### src/rtl/romdma_pkg.sv
package romdma_pkg;

  typedef enum logic [2:0] {
    S_IDLE,
    S_PLAN,
    S_REQ,
    S_RSP,
    S_WRITE,
    S_BLKEND,
    S_FINISH
  } dma_state_e;

  // Keep address bits hi..1, clear bit 0 and everything above hi.
  function automatic logic [31:0] keep_mask(input int hi);
    logic [31:0] m;
    m = '0;
    for (int b = 1; b <= hi; b++) m[b] = 1'b1;
    return m;
  endfunction

endpackage

### src/rtl/romdma_block_plan.sv
module romdma_block_plan #(
  parameter int BLK_BYTES = 128,
  parameter int REM_W     = 25,
  localparam int CW       = $clog2(BLK_BYTES) + 1
) (
  input  logic [REM_W-1:0] rem_i,
  input  logic [2:0]       mis_i,
  input  logic             first_i,
  output logic [CW-1:0]    cur_o,
  output logic [CW-1:0]    fetch_o,
  output logic [CW-1:0]    wr_o,
  output logic [REM_W-1:0] rem_next_o
);

  logic [CW-1:0]    cap;
  logic [CW-1:0]    adj;
  logic [REM_W-1:0] rem_sub;

  always_comb begin
    cap = CW'(BLK_BYTES) - CW'(mis_i);
    if (rem_i < REM_W'(cap)) cur_o = rem_i[CW-1:0];
    else                     cur_o = cap;

    // ROM side moves whole 16-bit words
    fetch_o = cur_o + CW'(cur_o[0]);

    rem_sub    = rem_i - REM_W'(cur_o);
    rem_next_o = rem_sub + REM_W'(rem_sub[0]);

    // first-block quirks: off-by-one, then misalignment underrun
    adj = cur_o;
    if (first_i && (cur_o == cap - CW'(1))) adj = cur_o + CW'(1);
    if (!first_i)                    wr_o = adj;
    else if (adj > CW'(mis_i))       wr_o = adj - CW'(mis_i);
    else                             wr_o = '0;
  end

endmodule

### src/rtl/romdma_stage_buf.sv
module romdma_stage_buf #(
  parameter int DEPTH   = 128,
  localparam int WORDS  = DEPTH / 2,
  localparam int IW     = $clog2(WORDS),
  localparam int BW     = $clog2(DEPTH)
) (
  input  logic          clk,
  input  logic          we_i,
  input  logic [IW-1:0] widx_i,
  input  logic [15:0]   wdata_i,
  input  logic [BW-1:0] ridx_i,
  output logic [7:0]    rdata_o
);

  logic [7:0] mem_q [DEPTH];

  // lane 0 = high byte (even address), lane 1 = low byte
  for (genvar g = 0; g < 2; g++) begin : g_lane
    always_ff @(posedge clk) begin
      if (we_i) mem_q[{widx_i, 1'(g)}] <= wdata_i[15-8*g -: 8];
    end
  end

  assign rdata_o = mem_q[ridx_i];

endmodule

### src/rtl/romdma_engine.sv
module romdma_engine #(
  parameter int BLK_BYTES  = 128,
  parameter int RAM_AW     = 24,
  parameter int ROM_AW     = 32,
  parameter int LEN_W      = 24,
  parameter int RAM_KEEP_HI = 22,
  parameter int ROM_KEEP_HI = 27
) (
  input  logic              clk,
  input  logic              rst_n,
  input  logic              start_i,
  input  logic [RAM_AW-1:0] ram_addr_i,
  input  logic [ROM_AW-1:0] rom_addr_i,
  input  logic [LEN_W-1:0]  len_i,
  input  logic [ROM_AW-1:0] rom_size_i,
  output logic              busy_o,
  output logic              done_o,
  output logic [RAM_AW-1:0] ram_final_o,
  output logic [ROM_AW-1:0] rom_final_o,
  output logic              rom_req_valid_o,
  input  logic              rom_req_ready_i,
  output logic [ROM_AW-1:0] rom_req_addr_o,
  input  logic              rom_rsp_valid_i,
  output logic              rom_rsp_ready_o,
  input  logic [15:0]       rom_rsp_data_i,
  output logic              ram_wr_valid_o,
  input  logic              ram_wr_ready_i,
  output logic [RAM_AW-1:0] ram_wr_addr_o,
  output logic [7:0]        ram_wr_data_o
);
  import romdma_pkg::*;

  localparam int CW    = $clog2(BLK_BYTES) + 1;
  localparam int REM_W = LEN_W + 1;
  localparam int WORDS = BLK_BYTES / 2;
  localparam int WIW   = $clog2(WORDS) + 1;
  localparam logic [31:0] RAM_M32 = keep_mask(RAM_KEEP_HI);
  localparam logic [31:0] ROM_M32 = keep_mask(ROM_KEEP_HI);
  localparam logic [RAM_AW-1:0] RAM_MASK = RAM_M32[RAM_AW-1:0];
  localparam logic [ROM_AW-1:0] ROM_MASK = ROM_M32[ROM_AW-1:0];

  dma_state_e        state_q;
  logic [RAM_AW-1:0] ram_q;
  logic [ROM_AW-1:0] rom_q;
  logic [REM_W-1:0]  rem_q;
  logic              first_q;
  logic [CW-1:0]     blk_fetch_q, blk_wr_q;
  logic [REM_W-1:0]  blk_rem_q;
  logic [WIW-1:0]    widx_q;
  logic [CW-1:0]     wcnt_q;

  logic [CW-1:0]     p_cur, p_fetch, p_wr;
  logic [REM_W-1:0]  p_rem_next;

  romdma_block_plan #(.BLK_BYTES(BLK_BYTES), .REM_W(REM_W)) plan_i (
    .rem_i      (rem_q),
    .mis_i      (ram_q[2:0]),
    .first_i    (first_q),
    .cur_o      (p_cur),
    .fetch_o    (p_fetch),
    .wr_o       (p_wr),
    .rem_next_o (p_rem_next)
  );

  // ROM word address and out-of-range byte substitution
  logic [ROM_AW-1:0] word_addr;
  logic              hi_oob, lo_oob;
  logic [15:0]       fill_word;
  logic              buf_we;
  logic              last_word;
  logic [RAM_AW-1:0] ram_sum;

  always_comb begin
    word_addr = rom_q + ROM_AW'({widx_q, 1'b0});
    hi_oob    = word_addr >= rom_size_i;
    lo_oob    = ({1'b0, word_addr} + (ROM_AW+1)'(1)) >= {1'b0, rom_size_i};
    fill_word = {hi_oob ? 8'hFF : rom_rsp_data_i[15:8],
                 lo_oob ? 8'hFF : rom_rsp_data_i[7:0]};
    buf_we    = (state_q == S_RSP) && rom_rsp_valid_i;
    last_word = (widx_q + WIW'(1)) == WIW'(blk_fetch_q >> 1);
    ram_sum   = ram_q + RAM_AW'(blk_wr_q);
  end

  romdma_stage_buf #(.DEPTH(BLK_BYTES)) buf_i (
    .clk     (clk),
    .we_i    (buf_we),
    .widx_i  (widx_q[WIW-2:0]),
    .wdata_i (fill_word),
    .ridx_i  (wcnt_q[CW-2:0]),
    .rdata_o (ram_wr_data_o)
  );

  always_ff @(posedge clk) begin
    if (!rst_n) begin
      state_q     <= S_IDLE;
      ram_q       <= '0;
      rom_q       <= '0;
      rem_q       <= '0;
      first_q     <= 1'b0;
      blk_fetch_q <= '0;
      blk_wr_q    <= '0;
      blk_rem_q   <= '0;
      widx_q      <= '0;
      wcnt_q      <= '0;
    end else begin
      unique case (state_q)
        S_IDLE: if (start_i) begin
          ram_q   <= ram_addr_i & RAM_MASK;
          rom_q   <= rom_addr_i & ROM_MASK;
          rem_q   <= REM_W'(len_i) + REM_W'(1);
          first_q <= 1'b1;
          state_q <= S_PLAN;
        end
        S_PLAN: begin
          blk_fetch_q <= p_fetch;
          blk_wr_q    <= p_wr;
          blk_rem_q   <= p_rem_next;
          widx_q      <= '0;
          wcnt_q      <= '0;
          state_q     <= S_REQ;
        end
        S_REQ: if (rom_req_ready_i) state_q <= S_RSP;
        S_RSP: if (rom_rsp_valid_i) begin
          widx_q <= widx_q + WIW'(1);
          if (last_word) begin
            rom_q   <= rom_q + ROM_AW'(blk_fetch_q);
            state_q <= (blk_wr_q == '0) ? S_BLKEND : S_WRITE;
          end else begin
            state_q <= S_REQ;
          end
        end
        S_WRITE: if (ram_wr_ready_i) begin
          wcnt_q <= wcnt_q + CW'(1);
          if (wcnt_q + CW'(1) == blk_wr_q) state_q <= S_BLKEND;
        end
        S_BLKEND: begin
          ram_q   <= (ram_sum + RAM_AW'(7)) & ~RAM_AW'(7);
          rem_q   <= blk_rem_q;
          first_q <= 1'b0;
          state_q <= (blk_rem_q == '0) ? S_FINISH : S_PLAN;
        end
        S_FINISH: state_q <= S_IDLE;
        default:  state_q <= S_IDLE;
      endcase
    end
  end

  assign busy_o          = state_q != S_IDLE;
  assign done_o          = state_q == S_FINISH;
  assign ram_final_o     = ram_q;
  assign rom_final_o     = rom_q;
  assign rom_req_valid_o = state_q == S_REQ;
  assign rom_req_addr_o  = word_addr;
  assign rom_rsp_ready_o = state_q == S_RSP;
  assign ram_wr_valid_o  = state_q == S_WRITE;
  assign ram_wr_addr_o   = ram_q + RAM_AW'(wcnt_q);

  // ---------------- assertions ----------------
  p_req_hold_r11: assert property (@(posedge clk) disable iff (!rst_n)
    (rom_req_valid_o && !rom_req_ready_i) |=> (rom_req_valid_o && $stable(rom_req_addr_o)));

  p_wr_hold_r11: assert property (@(posedge clk) disable iff (!rst_n)
    (ram_wr_valid_o && !ram_wr_ready_i) |=>
      (ram_wr_valid_o && $stable(ram_wr_addr_o) && $stable(ram_wr_data_o)));

  p_rsp_excl_r11: assert property (@(posedge clk) disable iff (!rst_n)
    rom_rsp_ready_o |-> !rom_req_valid_o);

  p_done_pulse_r10: assert property (@(posedge clk) disable iff (!rst_n)
    done_o |=> !done_o);

  p_busy_start_r9: assert property (@(posedge clk) disable iff (!rst_n)
    $rose(busy_o) |-> $past(start_i));

  p_word_even_r3: assert property (@(posedge clk) disable iff (!rst_n)
    rom_req_valid_o |-> (rom_req_addr_o[0] == 1'b0));

  p_later_aligned_r7: assert property (@(posedge clk) disable iff (!rst_n)
    (state_q == S_PLAN && !first_q) |-> (ram_q[2:0] == 3'd0));

  p_write_in_block_r6: assert property (@(posedge clk) disable iff (!rst_n)
    ram_wr_valid_o |-> (wcnt_q < blk_wr_q && blk_wr_q <= CW'(BLK_BYTES)));

  p_cur_le_cap_r2: assert property (@(posedge clk) disable iff (!rst_n)
    (state_q == S_PLAN) |-> (p_cur <= CW'(BLK_BYTES) - CW'(ram_q[2:0]) && p_cur != '0));

endmodule

### config.mk
export PLATFORM = sky130hd
export DESIGN_NAME = romdma_engine
export DESIGN_NICKNAME = d
export VERILOG_FILES = /design/src/rtl/romdma_pkg.sv /design/src/rtl/romdma_block_plan.sv /design/src/rtl/romdma_stage_buf.sv /design/src/rtl/romdma_engine.sv
export SDC_FILE = /design/constraint.sdc
export NUM_CORES = 2
export LEC_CHECK = 0
export ABC_AREA = 0
export BUFFER_PORTS_ARGS = -buffer_cell sky130_fd_sc_hd__buf_2
export CAP_MARGIN = 30
export CORE_MARGIN = 8
export CORE_UTILIZATION = 55
export DETAILED_ROUTE_END_ITERATION = 16
export GPL_ROUTABILITY_DRIVEN = 0
export PLACE_DENSITY = 0.74
export SLEW_MARGIN = 0
export SYNTH_ARGS = -nofsm -noshare
export SYNTH_HDL_FRONTEND = slang
export SYNTH_SLANG_ARGS = --single-unit
export TNS_END_PERCENT = 5
### constraint.sdc
create_clock -name clk -period 8.16 [get_ports clk]
set_clock_uncertainty 0.2 [all_clocks]
set_input_delay 0.408 -clock clk [delete_from_list [all_inputs] [get_ports clk]]
set_output_delay 0.408 -clock clk [all_outputs]
set_load 0.05 [all_outputs]
==> metrics.md <==
| Metric | Value |
|---|---|
| Status | `complete, no violations` |
| Hold WC Path Type | `primary input to flop` |
| Worst-case clock buffer depth | `3` |
| Die area | `104000 µm²` |
| DRT antenna net count | `0` |
| CTS Root Cell | `clkbuf_16` |
| CP Max Fanout | `39` |
| Setup TNS | `0 ns` |
| Drt total wl | `roughly 130 mm` |
| CP Capture Type | `flop` |
| Worst Setup Path Type | `flop to flop` |
| Synth unique cells | `83` |
| DR WL/cell | `25.6 µm` |
| Drt drc | `0` |
| Fin crit period | `around 7 ns` |
| Share of layout cells above drive strength 1 | `0.251` |
| Final setup vio count | `0` |
| Cell Area, Synth | `a little over 50000 µm²` |
| Post-synth ARST share | `0` |
| CTS tree | `built` |
| Grt total ovfl | `0` |
| H-Tree Depth | `3` |
| Sequential area share after synthesis | `0.651` |
| Clock slew at reported path FFs | `around 0.060 ns` |
| Yosys reg bits | `1168` |
| GRT Util Overall | `0.241` |
| Count of hold-fix buffers inserted at cts | `75` |
| Post-CTS setup buffer count | `0` |
| Initial core utilization | `0.555` |
| Via count | `just over 30000` |
| EDFF count, synth | `around 1000` |
| Area Overhead vs Synth | `14.6%` |
| CP startpoint kind | `flop` |
| First-pass GRT wire length | `192 mm` |
| Placed Cells | `about 4600` |
| Final Net Count | `between 3000 and 4000` |
| MaxCap Viol Count | `0` |
| DR vias/cell | `about 6.2` |
| Least-Margin Pin Slew | `1.03 ns` |
| Pleak | `roughly 20 nW` |
| Clock latency on the worst-skew pair | `0.68 ns` |
| YS warnings | `0` |
| Fill cell count | `about 6500` |
| Total CTS buffers | `113` |
| Die Height | `roughly 320 µm` |
| Fin cells | `a little under 5000` |
| Worst Path Required | `8.44 ns` |
| Worst VDD drop | `slightly below 0.0002 V` |
| Area of the multi-input gates | `17200 µm²` |
| Iteration-0 DRC Markers | `approximately 2800` |
| Most used DFF post-synth | `edfxtp_1` |
| Relative slew slack | `0.309` |
| Fmax | `about 0.14 GHz` |
| Total core area | `93200 µm²` |
| Initial antenna violation count | `5` |
| Final Cycle Share | `0.854` |
| Clock sink count | `roughly 1200` |
| Mapped Cells | `between 3000 and 4000` |
| Post-CTS sizing | `0` |
| Final Hold Fails | `0` |
| Vias in the first global route | `just over 30000` |
| Synth Area per Inst | `between 15 and 20 µm²` |
| Final Max Tran Viols | `0` |
| Worst EP arrival | `7.25 ns` |
| IO Count | `roughly 260` |
| Std-Cell Rows | `between 100 and 150` |
| RSZ-0062 raised after global routing | `no` |
| Dpl hpwl | `76.6 mm` |
| IO buf count | `between 200 and 250` |
| Power Density | `between 200 and 250 nW/µm²` |
| Largest net degree at the start of global routing | `141` |
| DR pass1 iterations | `5` |
| Reg area | `33600 µm²` |
| Chip width | `between 300 and 400 µm` |
-- Yosys cell counts (6+ instances only) --
library cell / instances / area, µm²
xor2_1: 74 / 648
o21ai_0: 88 / 440
nand3_1: 73 / 365
o221ai_1: 8 / 70.1
nand4_1: 25 / 156
clkbuf_1: 132 / 495
mux2_2: 9 / 101
xnor2_1: 96 / 841
a21oi_1: 117 / 586
nor4_1: 18 / 113
or4_1: 7 / 52.6
mux4_2: 336 / 7570
nor2b_1: 11 / 68.8
o21a_1: 24 / 180
o211ai_1: 15 / 113
nor2_1: 211 / 792
edfxtp_1: 1024 / 30700
and3_1: 34 / 213
buf_1: 35 / 131
a21o_1: 27 / 203
and4_1: 8 / 70.1
or2_2: 17 / 106
a22oi_1: 25 / 188
nand3b_1: 7 / 52.6
nand2_1: 157 / 589
and2_1: 10 / 62.6
a211oi_1: 20 / 150
a31o_2: 6 / 52.6
a21boi_0: 13 / 97.6
a311oi_1: 7 / 61.3
nor3b_1: 10 / 75.1
ha_1: 115 / 1440
dfxtp_1: 144 / 2880
inv_1: 81 / 304
or3_1: 20 / 125
mux2i_1: 13 / 130
nand2b_1: 21 / 131
nor3_1: 41 / 205
o22ai_1: 8 / 50.1
a22o_1: 7 / 61.3
a31oi_1: 16 / 100
a221oi_1: 13 / 114
-- cell type report --
class / instances / share of cell area
multi-input cells: 1778 / 0.289
clock buffers: 142 / 0.0499
clock inverters: 73 / 0.0127
flip-flops and latches: 1168 / 0.568
diodes: 3 / 0.000127
well taps: 1254 / 0.0265
inverters: 82 / 0.00521
repair buffers: 420 / 0.0484
-- path summary, 6_finish.rpt --
check                 startpoint            endpoint  slack (ns)  cells past startpoint
setup / recovery       widx_q[0]  buf_i.mem_q[23][0]        1.19                     23
hold / removal    rom_addr_i[24]     rom_final_o[24]        0.03                      4
setup reg to reg       widx_q[0]  buf_i.mem_q[23][0]        1.19                     23
hold reg to reg    blk_rem_q[23]       blk_rem_q[23]        0.28                      2
-- critical path: stages (launching register included) --
cell and delay, ns:
dfxtp_1 0.54, ha_1 0.25, inv_1 0.06, fa_1 0.43
nor2b_1 0.13, o21ai_0 0.11, a21boi_0 0.31, o21ai_0 0.16
a21boi_0 0.46, o21a_1 0.41, nand3_1 0.26, nor2_1 0.24
xor2_1 0.10, ha_1 0.31, nand4_1 0.13, nor4_1 0.47
a221o_1 0.23, a21oi_1 0.07, and2_1 0.14, a31oi_1 0.26
o22ai_1 0.15, buf_4 0.21, nand2b_2 0.68, buf_4 0.44
-- through the flow --
stage	setup slack (ns)	instance area (µm²)	hold WS (ns)	util	total power, mW
2_1_floorplan	1.82	51700	0.245	-	7.69
3_3_place_gp	0.913	54600	0.262	0.586	8.03
3_5_place_dp	1.31	54700	0.276	0.587	8.05
4_1_cts	1.29	59100	0.00595	0.635	13.2
5_1_grt	0.645	59300	0.0327	0.636	13.6
6_report	1.19	59300	0.0334	0.636	13.2
-- flip-flops by register name, indices dropped and copies added, names as in the netlist, 3 cells and up, named ones only --
signal       cells
state_q          3
rem_q           25
blk_rem_q       24
rom_final_o     31
widx_q           7
blk_wr_q         8
blk_fetch_q      7
ram_final_o     23
wcnt_q           8
buf_i.mem_q   1024
-- kinds of logic after synthesis --
| family | synth area share |
|---|---|
| and+or+nand+nor | 0.0651 |
| adders and majority gates | 0.0298 |
| AOI/OAI and AO/OA | 0.0555 |
| muxes | 0.151 |
| xor gates and xnor gates | 0.0288 |
| DFF | 0.651 |
| buffers and inverters | 0.0193 |
| other | 0.000145 |
-- metal layers --
metal,up-vias,GRT usage,part of all wire
li1,13400,-,-
met1,15700,0.317,0.39
met2,1322,0.412,0.51
met3,222,0.0410,0.071
met4,2,0.0750,0.031
met5,-,0,0.00010
-- cells in the final DEF (no fill, tap or decap), types with 11 or more instances in the layout --
master / instances
dfxtp_1: 140
and3_1: 34
xnor2_1: 96
buf_4: 83
xor2_1: 74
nand3_1: 73
bufinv_16: 12
nand2_1: 157
buf_2: 248
a21o_1: 27
mux4_2: 336
or3_1: 20
mux2i_1: 13
clkinv_2: 25
o21ai_0: 88
clkbuf_16: 114
clkbuf_1: 28
nor3_1: 41
nor2_1: 193
nand2b_1: 13
clkinv_1: 26
a211oi_1: 20
dlygate4sd3_1: 75
nand4_1: 25
a21boi_0: 13
a22oi_1: 25
nor2_2: 18
a31oi_1: 16
or2_2: 17
a221oi_1: 13
nor2b_1: 11
a21oi_1: 117
inv_1: 81
edfxtp_1: 1024
o21a_1: 24
nor4_1: 18
ha_1: 115
o211ai_1: 15
-- report_power, final --
part | internal (mW) | leakage (nW) | switching [mW] | total, mW
Sequential | 6.56 | 10.4 | 0.112 | 6.67
Combinational | 0.447 | 7.89 | 0.861 | 1.31
Clock | 2.96 | 1.81 | 2.25 | 5.22
Total | 9.97 | 20.1 | 3.23 | 13.2
No activity file was read; power rests on OpenSTA's default activity.
